<file path="src/rtl/irq_latch_pkg.sv">
package irq_latch_pkg;
  localparam int unsigned PRIV_IDS = 32;
  localparam int unsigned PRIV_IW  = 5;

  typedef enum logic {
    TRIG_LEVEL = 1'b0,
    TRIG_EDGE  = 1'b1
  } trig_e;

  function automatic int unsigned sel_w(int unsigned n);
    return (n > 1) ? $clog2(n) : 1;
  endfunction
endpackage

</file>
<file path="src/rtl/irq_line_sampler.sv">
module irq_line_sampler #(
  parameter int unsigned W = 32
) (
  input  logic         clk_i,
  input  logic         rst_ni,
  input  logic [W-1:0] line_i,
  output logic [W-1:0] level_o,
  output logic [W-1:0] rise_o
);
  logic [W-1:0] line_q;

  always_ff @(posedge clk_i or negedge rst_ni) begin
    if (!rst_ni) line_q <= '0;
    else         line_q <= line_i;
  end

  assign level_o = line_q;
  assign rise_o  = line_i & ~line_q;

  for (genvar i = 0; i < W; i++) begin : g_ast
    AST_RISE_NEEDS_LOW: assert property (@(posedge clk_i) disable iff (!rst_ni)
      rise_o[i] |=> level_o[i]);
  end
endmodule

</file>
<file path="src/rtl/irq_set_route.sv">
module irq_set_route
  import irq_latch_pkg::*;
#(
  parameter int unsigned NUM_IDS  = 64,
  parameter int unsigned NUM_CPUS = 2,
  localparam int unsigned EXT_N   = NUM_IDS - PRIV_IDS,
  localparam int unsigned PRIV_N  = NUM_CPUS * PRIV_IDS,
  localparam int unsigned FLAT_N  = NUM_CPUS * NUM_IDS
) (
  input  logic              compat_i,
  input  logic [NUM_IDS-1:0] edge_cfg_i,
  input  logic [FLAT_N-1:0] enable_i,
  input  logic [FLAT_N-1:0] target_i,
  input  logic [EXT_N-1:0]  ext_level_i,
  input  logic [EXT_N-1:0]  ext_rise_i,
  input  logic [PRIV_N-1:0] priv_level_i,
  input  logic [PRIV_N-1:0] priv_rise_i,
  output logic [FLAT_N-1:0] set_o,
  output logic [FLAT_N-1:0] level_o
);
  logic [NUM_IDS-1:0] en_any;
  logic               unused_tgt;

  always_comb begin
    en_any = '0;
    for (int c = 0; c < NUM_CPUS; c++)
      en_any = en_any | enable_i[c*NUM_IDS +: NUM_IDS];
  end

  always_comb begin
    unused_tgt = 1'b0;
    for (int c = 0; c < NUM_CPUS; c++)
      unused_tgt = unused_tgt ^ (^target_i[c*NUM_IDS +: PRIV_IDS]);
  end

  for (genvar c = 0; c < NUM_CPUS; c++) begin : g_cpu
    for (genvar id = 0; id < NUM_IDS; id++) begin : g_id
      localparam int unsigned B = c*NUM_IDS + id;
      if (id < PRIV_IDS) begin : g_priv
        localparam int unsigned P = c*PRIV_IDS + id;
        logic qual;
        assign qual       = (trig_e'(edge_cfg_i[id]) == TRIG_EDGE) || (compat_i && enable_i[B]);
        assign level_o[B] = priv_level_i[P];
        assign set_o[B]   = priv_rise_i[P] && qual;
      end else begin : g_ext
        localparam int unsigned K = id - PRIV_IDS;
        logic qual;
        assign qual       = (trig_e'(edge_cfg_i[id]) == TRIG_EDGE) || (compat_i && en_any[id]);
        assign level_o[B] = ext_level_i[K];
        assign set_o[B]   = ext_rise_i[K] && target_i[B] && qual;
      end
    end
  end
endmodule

</file>
<file path="src/rtl/irq_pend_bank.sv">
module irq_pend_bank
  import irq_latch_pkg::*;
#(
  parameter int unsigned NUM_IDS  = 64,
  parameter int unsigned NUM_CPUS = 2,
  localparam int unsigned FLAT_N  = NUM_CPUS * NUM_IDS,
  localparam int unsigned CW      = sel_w(NUM_CPUS),
  localparam int unsigned IW      = sel_w(NUM_IDS)
) (
  input  logic                clk_i,
  input  logic                rst_ni,
  input  logic [FLAT_N-1:0]   set_i,
  input  logic                sw_set_i,
  input  logic [CW-1:0]       sw_cpu_i,
  input  logic [PRIV_IW-1:0]  sw_id_i,
  input  logic                clr_i,
  input  logic [IW-1:0]       clr_id_i,
  input  logic [NUM_CPUS-1:0] clr_mask_i,
  output logic [FLAT_N-1:0]   pend_o
);
  logic [FLAT_N-1:0] pend_q, sw_vec, clr_vec;

  always_comb begin
    sw_vec  = '0;
    clr_vec = '0;
    for (int c = 0; c < NUM_CPUS; c++) begin
      for (int id = 0; id < NUM_IDS; id++) begin
        if (clr_i && clr_mask_i[c] && clr_id_i == IW'(id))
          clr_vec[c*NUM_IDS + id] = 1'b1;
        if (id < PRIV_IDS && sw_set_i && sw_cpu_i == CW'(c) && sw_id_i == PRIV_IW'(id))
          sw_vec[c*NUM_IDS + id] = 1'b1;
      end
    end
  end

  // set beats clear on the same bit
  always_ff @(posedge clk_i or negedge rst_ni) begin
    if (!rst_ni) pend_q <= '0;
    else         pend_q <= (pend_q & ~clr_vec) | set_i | sw_vec;
  end

  assign pend_o = pend_q;

  for (genvar c = 0; c < NUM_CPUS; c++) begin : g_ast_c
    for (genvar id = 0; id < PRIV_IDS; id++) begin : g_ast_sw
      AST_SW_SET_LANDS: assert property (@(posedge clk_i) disable iff (!rst_ni)
        (sw_set_i && sw_cpu_i == CW'(c) && sw_id_i == PRIV_IW'(id)) |=> pend_q[c*NUM_IDS+id]);
    end
    for (genvar id = 0; id < NUM_IDS; id++) begin : g_ast_clr
      AST_CLR_TAKES: assert property (@(posedge clk_i) disable iff (!rst_ni)
        (clr_i && clr_mask_i[c] && clr_id_i == IW'(id) && !set_i[c*NUM_IDS+id] && !sw_set_i)
        |=> !pend_q[c*NUM_IDS+id]);
      AST_SET_WINS: assert property (@(posedge clk_i) disable iff (!rst_ni)
        set_i[c*NUM_IDS+id] |=> pend_q[c*NUM_IDS+id]);
      AST_STICKY: assert property (@(posedge clk_i) disable iff (!rst_ni)
        (pend_q[c*NUM_IDS+id] && !clr_i) |=> pend_q[c*NUM_IDS+id]);
    end
  end
endmodule

</file>
<file path="src/rtl/irq_line_latch.sv">
module irq_line_latch
  import irq_latch_pkg::*;
#(
  parameter int unsigned NUM_IDS  = 64,
  parameter int unsigned NUM_CPUS = 2,
  localparam int unsigned EXT_N   = NUM_IDS - PRIV_IDS,
  localparam int unsigned PRIV_N  = NUM_CPUS * PRIV_IDS,
  localparam int unsigned FLAT_N  = NUM_CPUS * NUM_IDS,
  localparam int unsigned CW      = sel_w(NUM_CPUS),
  localparam int unsigned IW      = sel_w(NUM_IDS)
) (
  input  logic                clk_i,
  input  logic                rst_ni,
  input  logic                compat_i,
  input  logic [NUM_IDS-1:0]  edge_cfg_i,
  input  logic [FLAT_N-1:0]   enable_i,
  input  logic [FLAT_N-1:0]   target_i,
  input  logic [EXT_N-1:0]    ext_line_i,
  input  logic [PRIV_N-1:0]   priv_line_i,
  input  logic                sw_set_i,
  input  logic [CW-1:0]       sw_cpu_i,
  input  logic [PRIV_IW-1:0]  sw_id_i,
  input  logic                clr_i,
  input  logic [IW-1:0]       clr_id_i,
  input  logic [NUM_CPUS-1:0] clr_mask_i,
  output logic [FLAT_N-1:0]   pending_o,
  output logic [FLAT_N-1:0]   level_o
);
  logic [EXT_N-1:0]  ext_level, ext_rise;
  logic [PRIV_N-1:0] priv_level, priv_rise;
  logic [FLAT_N-1:0] set_vec;

  irq_line_sampler #(.W(EXT_N)) u_ext_smp (
    .clk_i, .rst_ni, .line_i(ext_line_i), .level_o(ext_level), .rise_o(ext_rise)
  );

  irq_line_sampler #(.W(PRIV_N)) u_priv_smp (
    .clk_i, .rst_ni, .line_i(priv_line_i), .level_o(priv_level), .rise_o(priv_rise)
  );

  irq_set_route #(.NUM_IDS(NUM_IDS), .NUM_CPUS(NUM_CPUS)) u_route (
    .compat_i, .edge_cfg_i, .enable_i, .target_i,
    .ext_level_i(ext_level), .ext_rise_i(ext_rise),
    .priv_level_i(priv_level), .priv_rise_i(priv_rise),
    .set_o(set_vec), .level_o(level_o)
  );

  irq_pend_bank #(.NUM_IDS(NUM_IDS), .NUM_CPUS(NUM_CPUS)) u_pend (
    .clk_i, .rst_ni, .set_i(set_vec),
    .sw_set_i, .sw_cpu_i, .sw_id_i,
    .clr_i, .clr_id_i, .clr_mask_i,
    .pend_o(pending_o)
  );

  always_comb begin
    if (!rst_ni) AST_RESET_CLEAR: assert (pending_o == '0 && level_o == '0);
  end

  for (genvar c = 0; c < NUM_CPUS; c++) begin : g_ast_c
    for (genvar k = 0; k < EXT_N; k++) begin : g_ast_ext
      AST_EXT_LEVEL: assert property (@(posedge clk_i) disable iff (!rst_ni)
        1'b1 |=> level_o[c*NUM_IDS+PRIV_IDS+k] == $past(ext_line_i[k]));
      AST_STD_NO_LATCH: assert property (@(posedge clk_i) disable iff (!rst_ni)
        (!compat_i && !edge_cfg_i[PRIV_IDS+k] && !pending_o[c*NUM_IDS+PRIV_IDS+k])
        |=> !pending_o[c*NUM_IDS+PRIV_IDS+k]);
    end
    for (genvar j = 0; j < PRIV_IDS; j++) begin : g_ast_priv
      AST_PRIV_LEVEL: assert property (@(posedge clk_i) disable iff (!rst_ni)
        1'b1 |=> level_o[c*NUM_IDS+j] == $past(priv_line_i[c*PRIV_IDS+j]));
    end
  end
endmodule

</file>
<file path="config.mk">
export PLATFORM = sky130hd
export DESIGN_NAME = irq_line_latch
export DESIGN_NICKNAME = d
export VERILOG_FILES = /design/src/rtl/irq_latch_pkg.sv /design/src/rtl/irq_line_sampler.sv /design/src/rtl/irq_set_route.sv /design/src/rtl/irq_pend_bank.sv /design/src/rtl/irq_line_latch.sv
export SDC_FILE = /design/constraint.sdc
export NUM_CORES = 1
export LEC_CHECK = 0
export ABC_AREA = 1
export BUFFER_PORTS_ARGS = -buffer_cell sky130_fd_sc_hd__clkbuf_2
export CAP_MARGIN = 20
export CORE_AREA = 2 2 268 270
export DETAILED_ROUTE_END_ITERATION = 10
export DIE_AREA = 0 0 270 272
export PLACE_DENSITY_LB_ADDON = 0.3
export SETUP_SLACK_MARGIN = 0.2
export SYNTH_ARGS = -nofsm -noshare
export SYNTH_HDL_FRONTEND = slang
export SYNTH_HIERARCHICAL = 1
export SYNTH_SLANG_ARGS = --single-unit
</file>
<file path="constraint.sdc">
create_clock -name clk_i -period 1.1 [get_ports clk_i]
set_input_delay 0.22 -clock clk_i [delete_from_list [all_inputs] [get_ports clk_i]]
set_output_delay 0.22 -clock clk_i [all_outputs]
set_load 0.02 [all_outputs]
</file>
Word level (Yosys, flattened, before mapping) --
Index checks and enable logic that the tools add are counted.
Cells by class: eq/ne operators 94, multiplexer cells 192, bitwise operators 10, reduce and logical (&&, ||, !) cells 582
Operators by type and width (count):
- $logic_and 1x1->1 | 484
- $eq 6x6->1 const B | 32
- $mux 1 | 192
- $and 128x128->128 | 1
- $not 128->128 | 1
- $or 128x128->128 | 1
- $or 128x96->128 | 1
- $eq 6x5->1 const B | 16
- $logic_or 1x1->1 | 96
- $eq 5x5->1 const B | 16
- $and 64x64->64 | 1
- $not 64->64 | 1
- $or 64x64->64 | 1
- $eq 6x4->1 const B | 8
- $eq 5x4->1 const B | 8
- $and 32x32->32 | 1
- $not 32->32 | 1
- $eq 6x3->1 const B | 4
- $eq 5x3->1 const B | 4
- $eq 6x2->1 const B | 2
- $eq 5x2->1 const B | 2
- $eq 6x1->1 const B | 1
- $logic_not 6->1 | 1
- $eq 5x1->1 const B | 1
- other kinds (2) | 2
Word-level totals: logic and storage cells 881, register bits 224, input bits 435, output and inout bits 256

Longest topological paths before layout --
Gate-level depths: netlist (run 1).
word-level depth 7, gate-level depth with buffers 9, mapped depth without buffers 7

By module --
The synthesis (run 1) kept the hierarchy.
Modules (own cells, without submodules):
- irq_pend_bank | instances 1, cells an instance 812, area an instance 6112.1 sq um
- irq_set_route | instances 1, cells an instance 491, area an instance 2738.9 sq um
- irq_line_sampler (u_priv_smp) | instances 1, cells an instance 192, area an instance 2242.2 sq um
- irq_line_sampler (u_ext_smp) | instances 1, cells an instance 96, area an instance 1121.1 sq um

Least setup slack after synthesis (run 1) --
Ideal clock, no wire load.
path type in2reg, start point input port clr_mask_i[1], end point register u_pend.pend_q[64] (netlist: u_pend/pend_o[64]), stages 6, path slack 0.098 ns, data arrival time 0.883 ns, required time 0.981 ns, library setup time 0.119 ns, path through nand2_1 inv_2 clkbuf_1 nand3_1 nand2_1 nand2_1
On the way: longest elaborated chain between the ends 7
Ends and longest elaborated chain:
- start: declaration | line irq_line_latch.sv:25 | input logic [NUM_CPUS-1:0] clr_mask_i,
- $logic_and 1x1->1 (2 in a row) | line irq_pend_bank.sv:28 | if (clr_i && clr_mask_i[c] && clr_id_i == IW'(id))
- $mux 1 | line irq_pend_bank.sv:28
- $not 128->128 | line irq_pend_bank.sv:39 | else pend_q <= (pend_q & ~clr_vec) | set_i | sw_vec;
- $and 128x128->128 | line irq_pend_bank.sv:39
- $or 128x128->128 | line irq_pend_bank.sv:39
- $or 128x96->128 | line irq_pend_bank.sv:39
- end signal: assignment | line irq_pend_bank.sv:39
- end: declaration | line irq_pend_bank.sv:21 | logic [FLAT_N-1:0] pend_q, sw_vec, clr_vec;
No other way between the ends.

Final worst setup path (run 1) --
start point register u_ext_smp.line_q[14] (netlist: u_ext_smp/level_o[14]), end point output port level_o[46]
RTL lines:
- start: declaration | line irq_line_sampler.sv:10 | logic [W-1:0] line_q;
- start signal: assignment | line irq_line_sampler.sv:14 | else line_q <= line_i;
- end: declaration | line irq_line_latch.sv:27 | output logic [FLAT_N-1:0] level_o
No word-level cell between the ends.

==> results of run 1 <==
metrics by stage:
| step | worst slack, ps | util |
|---|---|---|
| 5_1_grt | -418 | 0.350 |
| 3_3_place_gp | -510 | 0.235 |
| 2_1_floorplan | 141 | - |
| 6_report | -372 | 0.350 |
| 4_1_cts | -415 | 0.321 |
| 3_5_place_dp | -463 | 0.235 |
per-layer routing:
metal  up-vias  track usage
met5         -            0
met4         0       0.0336
met2       454        0.279
met3       109       0.0279
li1       6806            -
met1      6786        0.192
placed cells by master (no fill, tap or decap), drive strengths merged:
master	instances
a21boi	64
a21oi	64
buf	424
bufinv	3
clkbuf	529
clkinv	8
clkinvlp	1
dfrtp	224
diode	1
dlygate4sd3	236
inv	276
nand2	366
nand3	166
nand4	8
nor2	195
nor3	4
o21ai	56
where the power goes:
| group | internal (mW) | leakage, nW | total [mW] | switching (mW) |
|---|---|---|---|---|
| clock | 6.19 | 0.507 | 10.2 | 4.00 |
| sequential | 8.63 | 2.26 | 9.00 | 0.368 |
| combinational | 3.38 | 8.96 | 6.45 | 3.07 |
cell families after synthesis:
| group | share of synthesized area |
|---|---|
| AND/OR/NAND/NOR | 0.271 |
| buffers and inverters | 0.182 |
| flip-flops | 0.459 |
| AO/OA/AOI/OAI | 0.0885 |
worst max-delay path, stage by stage, from the launching register on:
cell	delay, ps
dfrtp_1	400
buf_6	140
buf_8	120
final cells by class:
class	instances	area, µm²	area share
Antenna cell	1	2.50	0.000101
Inverter	275	1030	0.0416
Clock buffer	43	871	0.0351
Multi-Input combinational cell	923	5290	0.213
Sequential cell	224	5610	0.226
Timing Repair Buffer	1146	10600	0.429
Tap cell	950	1190	0.0479
Clock inverter	13	156	0.00631
final timing paths:
kind / startpoint / end / slack, ps / depth (start not counted)
min reg2reg: u_pend/pend_o[124] / u_pend/pend_o[124] / 490 / 2
min: enable_i[24] / u_pend/pend_o[24] / 30 / 5
max in group asynchronous: rst_ni / u_priv_smp/level_o[40] / 470 / 4
max reg2reg: u_ext_smp/level_o[2] / u_pend/pend_o[98] / -250 / 9
min in group asynchronous: rst_ni / u_ext_smp/level_o[7] / 180 / 3
max: u_ext_smp/level_o[14] / level_o[46] / -370 / 2
flip-flops by register name, summed over array words and instances, names as in the netlist:
signal / cells
u_ext_smp/level_o: 32
u_pend/pend_o: 128
u_priv_smp/level_o: 64
repair_timing:
action | in CTS | in global routing
hold buffers | 235 | 1
setup endpoints to repair | 336 | 383
endpoints found under the hold margin | 419 | 1
buffers inserted | 111 | 69
pin swaps | 43 | 146
gates resized for setup | 452 | 558
==> qor.txt, run 1 <==
Synth Area per Inst - 7.68 µm²
RSZ-0062 raised after global routing - yes
Prevailing post-synth register cell - dfrtp_1
PwrDens - 1030 mW/mm²
Vias in the first global route - 14200
Setup ws final - -372 ps
Crit-path max FO - 2
Mapped Nets - 2026
Peak supply drop - 0.00107 V
DIE AREA - 0.0734 mm²
Largest net degree at the start of global routing - 41
F_max - 679 MHz
Io pins - 691
Number of synthesized flops with an enable pin - 0
Number of synthesized register bits - 224
Nets - 3035
Most frequent cells after synthesis - nand2_1 (365), inv_1 (267), dfrtp_1 (224)
Filler cells - 7100
Synth area leaders - dfrtp_1 (46%), nand2_1 (11%), inv_1 (8.2%)
Num CTS Buffers - 30
Drt first pass iters - 5
Filler-free cell count of the finished design - 3575
Crit path required time - 880 ps
Wire length on met2 - 32100 µm
CTS Sinks - 224
Top layer reached by signal wires - met4
First-pass GRT wire length - 86500 µm
Crit Path Category - reg2out
Sequential area share after synthesis - 0.459
FP Rows - 98
Most common cell in the synthesized netlist - nand2_1
Worst min path class - in2reg
Final period utilization - 1.34
Max-cap violations - 0
Leakage power - 11.7 nW
CP arrival - 1250 ps
Post-synth ARST share - 1.00
Worst-case clock buffer depth - 3
Core ar. - 0.0708 mm²
Fin Setup TNS - -67260 ps
Placed instance area - 0.0166 mm²
Status - finished, violations left
Power Total - 25.6 mW
Initial core utilization - 0.173
Dpl hpwl - 45200 µm
Failing checks - setup timing
Vias per cell - 3.96
GR Overflow Total - 0
Final hold viol count - 0
Worst-path clk slew - 60 ps
Slew headroom - 0.563
I/O Buffers - 626
DR WL met3 - 3590 µm
Fin area - 0.0248 mm²
Initial antenna violation count - 0
CP endpoint kind - output pin
Worst-Margin Slew - 649 ps
Final WL - 63200 µm
Met1 WL - 25900 µm
Post-synth top area share - 0.459
Total placed cells including tap cells - 3102
Post-synthesis cell area - 0.0122 mm²
Synth Instances - 1591
Area leader, netlist - dfrtp_1
Post-route ant nets - 0
Clock Skew - 8.90 ps
H-tree Lvls - 1
Initial DRC count - 509
Vias - 14200
Final setup fails - 272
Startpoint types - flip-flop
Clk_lat worst skew - 580 ps
Layout cells sized above 1 - 0.475
Die extent in y - 272 µm
CTS tree - built
Yosys warnings - 6
Distinct cells, synth - 21
Routed len/inst - 17.7 µm
Final hold slack - 32.3 ps
Die width - 270 µm
Fin crit period - 1470 ps
Gr usage total - 0.155
Root Buffer - clkbuf_16
P&R area growth vs syn - 103%
Routability cong. - 0.847
DRC errors left - 0
Max-slew violation count - 0
(Power assumes the default switching activity.)
==> run 2, diff against run 1 <==
Clock period 1.1 ns to 1.4 ns, I/O delays scaled along.
==> qor.txt, run 2 (synthesis gave the netlist of run 1 again) <==
Worst-case hold path end point - u_pend/pend_o[76]
Worst R2R Start - u_ext_smp/level_o[13]
Vias - 13400 (-5.2%)
Placed instance area - 0.0163 mm² (-1.7%)
Setup ws final - -75.4 ps (+297 ps)
Worst-case clock buffer depth - 3 (unchanged)
Register area - 0.00561 mm² (about the same)
Grt met3 use - 0.0430 (+0.0151)
Worst min path class - in2reg
Worst-Margin Slew - 503 ps (-146 ps)
Layout cells sized above 1 - 0.426 (-0.0494)
Root Buffer - clkbuf_16
Final period utilization - 1.05
FP Rows - 98 (unchanged)
Dpl hpwl - 45600 µm (+0.95%)
Filler cells - 7333 (+3.3%)
Routability cong. - 0.832 (-1.7%)
Slew headroom - 0.661 (+0.0984)
CTS tree - built
Commonest cells after routing, fill and taps aside - clkbuf_2 (368), nand2_1 (363), inv_1 (267), buf_4 (228), dfrtp_1 (221)
Multi-input logic area - 0.00455 mm² (-14%)
Initial DRC count - 474 (-6.9%)
Worst reg2reg path depth - 6 (-3)
CP Cell Sequence - buf_6
Filler-free cell count of the finished design - 3479 (-2.7%)
Power Total - 19.8 mW (-23%)
Status - finished, violations left
Drt first pass iters - 4 (-1)
Crit Path Category - reg2out
Core ar. - 0.0708 mm² (unchanged)
Post-route ant nets - 0 (unchanged)
Busiest layer in global routing - met2
Largest net degree at the start of global routing - 62 (+51%)
CP arrival - 1200 ps (-50 ps)
CTS Sinks - 224 (unchanged)
Crit-path max FO - 3 (+1)
Leakage power - 11.1 nW (-5.7%)
Buf+Inv Stages, Crit Path - 1 (-1)
Die width - 270 µm (unchanged)
Nets - 2939 (-3.2%)
Total placed cells including tap cells - 3086 (-0.52%)
First-pass GRT wire length - 85500 µm (-1.1%)
Fin crit period - 1480 ps
Max reg flops - 128 (unchanged)
Peak supply drop - 0.000669 V (-38%)
Vias per cell - 3.86 (-2.5%)
Fin area - 0.0226 mm² (-8.7%)
Worst-path clk slew - 60 ps (about the same)
Final setup fails - 187 (-31%)
RSZ-0062 raised after global routing - yes
PwrDens - 876 mW/mm² (-15%)
Clk_lat worst skew - 590 ps (about the same)
H-tree Lvls - 1 (unchanged)
CP max stage cell - dfrtp_2
Failing checks - setup timing
Routed len/inst - 17.2 µm (-3.0%)
GR Overflow Total - 0 (unchanged)
Vias in the first global route - 14100 (-1.1%)
P&R area growth vs syn - 85.3%
Clock Skew - 15.7 ps (+6.79 ps)
Crit Reg-Reg Endpoint - u_pend/pend_o[45]
Commonest non-fill, non-tap cell in the layout - clkbuf_2
Num CTS Buffers - 31 (+3.3%)
Startpoint types - flip-flop
F_max - 678 MHz
Slowest cell delay on critical path - 460 ps (+60 ps)
Io pins - 691 (unchanged)
Die extent in y - 272 µm (unchanged)
Gr usage total - 0.154 (-0.00103)
Max-slew violation count - 0 (unchanged)
Initial antenna violation count - 7 (+7)
DIE AREA - 0.0734 mm² (unchanged)
DRC errors left - 0 (unchanged)
I/O Buffers - 626 (unchanged)
Final WL - 59700 µm (-5.6%)
Crit-path leading delay family - flip-flops
Met1 track demand over resource - 0.179 (-0.0130)
Initial core utilization - 0.173 (unchanged)
CP endpoint kind - output pin
Hold Path Depth - 5 (unchanged)
Crit path required time - 1120 ps (+240 ps)
R2R setup slack - 190 ps (+440 ps)
Hold path startpoint - enable_i[76]
Met2 Usage GRT - 0.275 (-0.00352)
Max-cap violations - 0 (unchanged)
Final hold viol count - 0 (unchanged)
run 2: changes by cell type in the layout (fill, tap and decap cells not counted), sizes merged, moves of 2 or more:
cell	change
dlygate4sd3	-63
buf	-43
clkbuf	+7
bufinv	+2
run 2: worst register-to-register path, delay by kind of cell, from the launching register on:
kind	cells	cell delay (ps)
flip-flops	1	410
AND/OR/NAND/NOR	3	250
buffers and inverters	2	240
AO/OA/AOI/OAI	1	240
run 2: through the flow:
step           TNS, ps  hold WS, ps  setup WS (ps)   util
2_1_floorplan        0        -15.6            338      -
3_3_place_gp     -2400          133           -111  0.231
3_5_place_dp     -2130          135           -130  0.231
4_1_cts         -15870         2.60           -121  0.305
5_1_grt         -16740         33.2           -121  0.320
6_report         -3950         42.7          -75.4  0.320
run 2: layout make-up:
cell class              count  area share
diodes                      2    0.000221
inverters                 275      0.0456
multi-input cells         923       0.201
well taps                 950      0.0525
clock inverters            15     0.00951
repair buffers           1049       0.406
flip-flops and latches    224       0.248
clock buffers              41      0.0377
run 2: worst max path at each step:
| stage | startpoint | endpoint | cells after the start |
|---|---|---|---|
| finish | u_ext_smp/level_o[18] | level_o[114] | 1 |
| global route | u_ext_smp/level_o[18] | level_o[114] | 1 |
| CTS | u_ext_smp/level_o[18] | level_o[114] | 1 |
| detailed placement | clr_id_i[1] | u_pend/pend_o[4] | 8 |
| global placement | clr_id_i[1] | u_pend/pend_o[36] | 8 |
| floorplan | clr_mask_i[1] | u_pend/pend_o[64] | 6 |
run 2: repair_timing:
action,4_1_cts,5_1_grt
endpoints found under the setup margin,257,272
buffers inserted,108,54
gates resized for setup,378,315
endpoints found under the hold margin,379,0
pin swaps,0,4
hold buffers,173,0
run 2: layer usage:
metal	vias up	routed length (µm)
li1	6601	-
met5	-	50
met1	6340	23700
met2	394	30100
met4	8	1520
met3	82	4320
run 2: power by group:
| group | internal (mW) | switching (mW) | total [mW] |
|---|---|---|---|
| sequential | 6.78 | 0.261 | 7.04 |
| clock | 5.18 | 3.21 | 8.39 |
| combinational | 2.25 | 2.14 | 4.39 |
| total | 14.2 | 5.61 | 19.8 |
